## src/rtl/hr_seu_pkg.sv

```systemverilog
package hr_seu_pkg;
    typedef enum logic {
        MODE_ECON  = 1'b0,
        MODE_CHECK = 1'b1
    } hr_mode_e;
endpackage

```

## src/rtl/hr_copy_next.sv

```systemverilog
// Next value of one storage copy: a load wins over an upset in the same cycle.
module hr_copy_next #(
    parameter int WIDTH = 8
) (
    input  logic             load,
    input  logic [WIDTH-1:0] data,
    input  logic [WIDTH-1:0] cur,
    input  logic [WIDTH-1:0] flip,
    output logic [WIDTH-1:0] nxt
);
    always_comb begin
        nxt = load ? data : (cur ^ flip);
    end
endmodule

```

## src/rtl/hr_scan_step.sv

```systemverilog
// One shift of the redundant chain toward the MSB.
module hr_scan_step #(
    parameter int WIDTH = 8
) (
    input  logic [WIDTH-1:0] cur,
    input  logic             ser_in,
    output logic [WIDTH-1:0] shifted
);
    generate
        if (WIDTH == 1) begin : g_single
            assign shifted = ser_in;
        end else begin : g_multi
            assign shifted = {cur[WIDTH-2:0], ser_in};
        end
    endgenerate
endmodule

```

## src/rtl/hr_celem.sv

```systemverilog
// Per-bit consensus: an agreeing pair drives the bit, a split pair keeps it.
module hr_celem #(
    parameter int WIDTH = 8
) (
    input  logic [WIDTH-1:0] in_a,
    input  logic [WIDTH-1:0] in_b,
    input  logic [WIDTH-1:0] held,
    output logic [WIDTH-1:0] y
);
    generate
        for (genvar i = 0; i < WIDTH; i++) begin : g_bit
            assign y[i] = (in_a[i] == in_b[i]) ? in_a[i] : held[i];
        end
    endgenerate
endmodule

```

## src/rtl/hr_seu_reg.sv

```systemverilog
module hr_seu_reg #(
    parameter int WIDTH = 8
) (
    input  logic             clk,
    input  logic             rst_n,
    input  logic             mode_check,
    input  logic             sys_en,
    input  logic [WIDTH-1:0] sys_d,
    input  logic             scan_shift,
    input  logic             scan_in,
    output logic             scan_out,
    input  logic [WIDTH-1:0] upset_pri,
    input  logic [WIDTH-1:0] upset_red,
    output logic [WIDTH-1:0] q
);
    import hr_seu_pkg::*;

    localparam int MSB = WIDTH - 1;

    typedef struct packed {
        logic [WIDTH-1:0] pri;
        logic [WIDTH-1:0] red;
        logic [WIDTH-1:0] hold;
    } state_t;

    state_t st_d, st_q;

    logic             check_on;
    logic             red_load;
    logic [WIDTH-1:0] red_src;
    logic [WIDTH-1:0] chain_nx;
    logic [WIDTH-1:0] pri_nx;
    logic [WIDTH-1:0] red_nx;
    logic [WIDTH-1:0] cel_y;
    logic [WIDTH-1:0] pri_q;
    logic [WIDTH-1:0] red_q;

    assign check_on = (hr_mode_e'(mode_check) == MODE_CHECK);
    assign red_load = scan_shift | (sys_en & check_on);
    assign red_src  = scan_shift ? chain_nx : sys_d;

    hr_scan_step #(.WIDTH(WIDTH)) u_chain (
        .cur     (st_q.red),
        .ser_in  (scan_in),
        .shifted (chain_nx)
    );

    hr_copy_next #(.WIDTH(WIDTH)) u_pri (
        .load (sys_en),
        .data (sys_d),
        .cur  (st_q.pri),
        .flip (upset_pri),
        .nxt  (pri_nx)
    );

    hr_copy_next #(.WIDTH(WIDTH)) u_red (
        .load (red_load),
        .data (red_src),
        .cur  (st_q.red),
        .flip (upset_red),
        .nxt  (red_nx)
    );

    hr_celem #(.WIDTH(WIDTH)) u_cel (
        .in_a (pri_nx),
        .in_b (red_nx),
        .held (st_q.hold),
        .y    (cel_y)
    );

    always_comb begin
        st_d      = st_q;
        st_d.pri  = pri_nx;
        st_d.red  = red_nx;
        st_d.hold = check_on ? cel_y : pri_nx;
    end

    always_ff @(posedge clk or negedge rst_n) begin
        if (!rst_n) begin
            st_q <= '0;
        end else begin
            st_q <= st_d;
        end
    end

    assign pri_q    = st_q.pri;
    assign red_q    = st_q.red;
    assign q        = st_q.hold;
    assign scan_out = st_q.red[MSB];
endmodule

```

## config.mk

```make
export PLATFORM = sky130hd
export DESIGN_NAME = hr_seu_reg
export DESIGN_NICKNAME = d
export VERILOG_FILES = /design/src/rtl/hr_seu_pkg.sv /design/src/rtl/hr_copy_next.sv /design/src/rtl/hr_scan_step.sv /design/src/rtl/hr_celem.sv /design/src/rtl/hr_seu_reg.sv
export SDC_FILE = /design/constraint.sdc
export NUM_CORES = 1
export LEC_CHECK = 0
export BUFFER_PORTS_ARGS = -buffer_cell sky130_fd_sc_hd__buf_2
export CAP_MARGIN = 20
export CORE_MARGIN = 2
export CORE_UTILIZATION = 49
export CTS_CLUSTER_SIZE = 30
export DETAILED_ROUTE_END_ITERATION = 10
export PLACE_DENSITY = 0.78
export SLEW_MARGIN = 10
export SYNTH_ARGS = -nofsm -noshare
export SYNTH_HDL_FRONTEND = slang
export SYNTH_SLANG_ARGS = --single-unit
```

## constraint.sdc

```tcl
create_clock -name clk -period 1.3 [get_ports clk]
set_input_delay 0 -clock clk [delete_from_list [all_inputs] [get_ports clk]]
set_output_delay 0 -clock clk [all_outputs]
set_load 0.05 [all_outputs]
```

==> metrics.txt <==
Routed Antenna Nets=0; clock sinks=24; WL/cell=between 10 and 15 um; Die Ht=between 50 and 60 um; crit end category=flop; ys flop type=dfrtp_1; initial antenna violation count=0; Slowest Stage Delay on Critical Path=about 0.42 ns; Residual DRC=0; Synth top area share=around 50%; Initial Utilization=52.7%; Max VDD drop=between 0.9 and 1 mV; fillers=200; crit path launch=red_q[0]$_DFF_PN0_; worst hold path class=input port to flop; crit path cell chain=xor2_1 -> a221o_1 -> o31ai_2 -> nand2_1; Post-Syn Area=1190 um^2; via count=roughly 1k; Rel. slew slack=64.7%; RR Endpoint=q[0]$_DFFE_PN0P_; Max-cap violations=0; RSZ-0062 raised after global routing=true; status=finished clean; post-layout min period=about 1.3 ns; post-synthesis mux area share=5.89%; flop-to-flop setup slack=0.004 ns; setup violators final=0; Clock power frac=about 16%; Slew @ Worst Pin=about 0.53 ns; clk_lat worst skew=approximately 0.31 ns; H-tree depth=1; Reg power frac=around half; simple-gate share of the synthesized area=under 10%; Arrival @ worst endpoint=~1.5 ns; Worst setup SP type=flop; #FFs+latches synth=24; final period utilization=~100%; Routed WL=around 2.7 mm; Core Box Area=approximately 2300 um^2; CTS Buffer Depth=2; crit-path leading delay family=compound AO/OA/AOI/OAI gates; Iter 0 DRT Violations=14; EDFF count, synth=0; Crit Path Category=flop to flop; top-count cell post-synth=dfrtp_1; post-synth top area cell=dfrtp_1; endpoints failing hold=0; Overall Power=around 2.0 mW; post-synthesis adder-cell area fraction=0%; Ant. Diodes=0; syn nets=147; fin. max-slew vios=0; Internal=1.23 mW; Gate Count Post-Synth=~120; Sw Share=a little under two fifths; num ports=39; Inserted Clock Buffers=3; setup ws final=0.00362 ns; TritonCTS clock tree=yes; NetSw=0.739 mW; GRT Overall Usage=21.0%; gp weighted congestion=0.713; largest family of logic cells by synthesized area=compound AO/OA/AOI/OAI gates; layout cells sized above 1=between 20 and 30%; DP HPWL=~1.9 mm; P per Cell Area=1280 nW/um^2; R2R cell count=4; clock skew=0.00307 ns; Post-Synth XOR/XNOR Area=11.8%; first-pass GRT wire length=between 4 and 5 mm; Worst-path clk slew=0.12 ns; Comb power frac=a little over a third; sequential fraction of the synthesis area=roughly 50%; leakage power=0.762 nW; compound-gate portion of the synthesized area=approximately 19%; Worst Path Buf+Inv=0; DRT Pass-1 Iters=4; setup_tns=0 ns; die span in x=~53 um; slowest stage cell, crit path=dfrtp_1; Critical Path Sink=q[0]$_DFFE_PN0P_; r2r startpoint=red_q[0]$_DFF_PN0_; P&R area growth vs syn=29.6%; vias in the first global route=between 1k and 1.5k; count of cell types in the netlist=19; Required @ worst endpoint=approximately 1.5 ns; largest net degree at the start of global routing=25; asr flop ratio synth=between 90% and 100%; worst-path maximum fanout=3; main area contributors after synthesis=dfrtp_1, o21ai_0, mux2i_1; CTS root buffer=clkbuf_4; Post-Place Setup Slack=-0.00405 ns; Net count, final=roughly 200; I/O Buffers=38; mean area per synthesized cell=roughly 10 um^2; most common library cells after synthesis=dfrtp_1, o21ai_0, nand2_1; GR Overflow Total=0; Ys Warns=0; Die ar.=2840 um^2; stages on the worst setup path=4; vias per cell=approximately 5; Max Fclk=slightly below 800 MHz; count of standard-cell rows=17
## power groups by stage
stage	logic [mW]	clock network (mW)	registers (mW)
finish	0.697	0.317	0.956
global route	0.755	0.355	0.972
CTS	0.697	0.331	0.954
detailed placement	0.667	0	0.970
global placement	0.647	0	0.962
floorplan	0.264	0	1.18
## worst min-delay path by stage
stage	from	to	slack (ns)	cells past startpoint
floorplan	rst_n	pri_q[0]$_DFF_PN0_	-0.30	0
global placement	rst_n	pri_q[0]$_DFF_PN0_	0.004	1
detailed placement	rst_n	pri_q[0]$_DFF_PN0_	0.02	1
CTS	upset_pri[6]	pri_q[6]$_DFF_PN0_	0.005	3
global route	upset_pri[6]	pri_q[6]$_DFF_PN0_	0.03	3
finish	upset_pri[6]	pri_q[6]$_DFF_PN0_	0.01	3
## final cells by class
class / count / area (um^2) / share of cell area, %
timing repair buffer: 54 / 338 / 21.9
tap: 28 / 35.0 / 2.27
multi-input combinational: 80 / 514 / 33.4
sequential: 24 / 601 / 39.0
inverter: 8 / 30.0 / 1.95
clock buffer: 3 / 22.5 / 1.46
## tightest hold or removal path: stages
cell     delay [ns]
buf_2          0.08
xnor2_1        0.11
o21ai_1        0.08
## cell families (layout without fill, tap and decap cells)
logic type                count (synthesis)  count (layout)
muxes                                     7               7
xor gates and xnor gates                 16              16
and+or+nand+nor                          18              18
DFF                                      24              24
AOI/OAI and AO/OA                        39              39
buffers and inverters                    13              65
## placed cells by master (no fill, tap or decap), drive strengths merged
master,count
nand2,16
xnor2,8
dfrtp,24
dlygate4sd3,11
nand3,1
o21ai,22
a21oi,8
inv,8
clkbuf,3
o21a,7
o31ai,1
mux2i,7
buf,43
a221o,1
and4b,1
xor2,8
## flip-flops by register name (all words and copies together), names as in the netlist
signal,flops
pri_q,8
q,8
red_q,8
## layer usage
| metal | global-route usage, % | up-vias | routed length, um |
|---|---|---|---|
| li1 | - | 500 | - |
| met2 | 37.4 | 31 | 1360 |
| met4 | 6.41 | 0 | 0 |
| met3 | 3.95 | 0 | 170 |
| met5 | 0 | - | 0 |
| met1 | 25.2 | 472 | 1200 |
## timing repair
item,CTS,global route
buffers inserted,0,1
pin swaps,1,0
hold buffers,11,0
gates resized for setup,0,0
endpoints found under the setup margin,1,1
hold endpoints to repair,34,0
## stage by stage
| step | cells | hold slack, ns | cell area (um^2) | util, % |
|---|---|---|---|---|
| floorplan | 117 | -0.296 | 1190 | - |
| global placement | 182 | 0.00351 | 1400 | 62.1 |
| detailed placement | 182 | 0.0173 | 1400 | 62.1 |
| CTS | 196 | 0.00535 | 1530 | 68.0 |
| global route | 197 | 0.0291 | 1540 | 68.3 |
| finish | 197 | 0.0145 | 1540 | 68.3 |
Note: power is estimated with default switching activity, not from simulation.
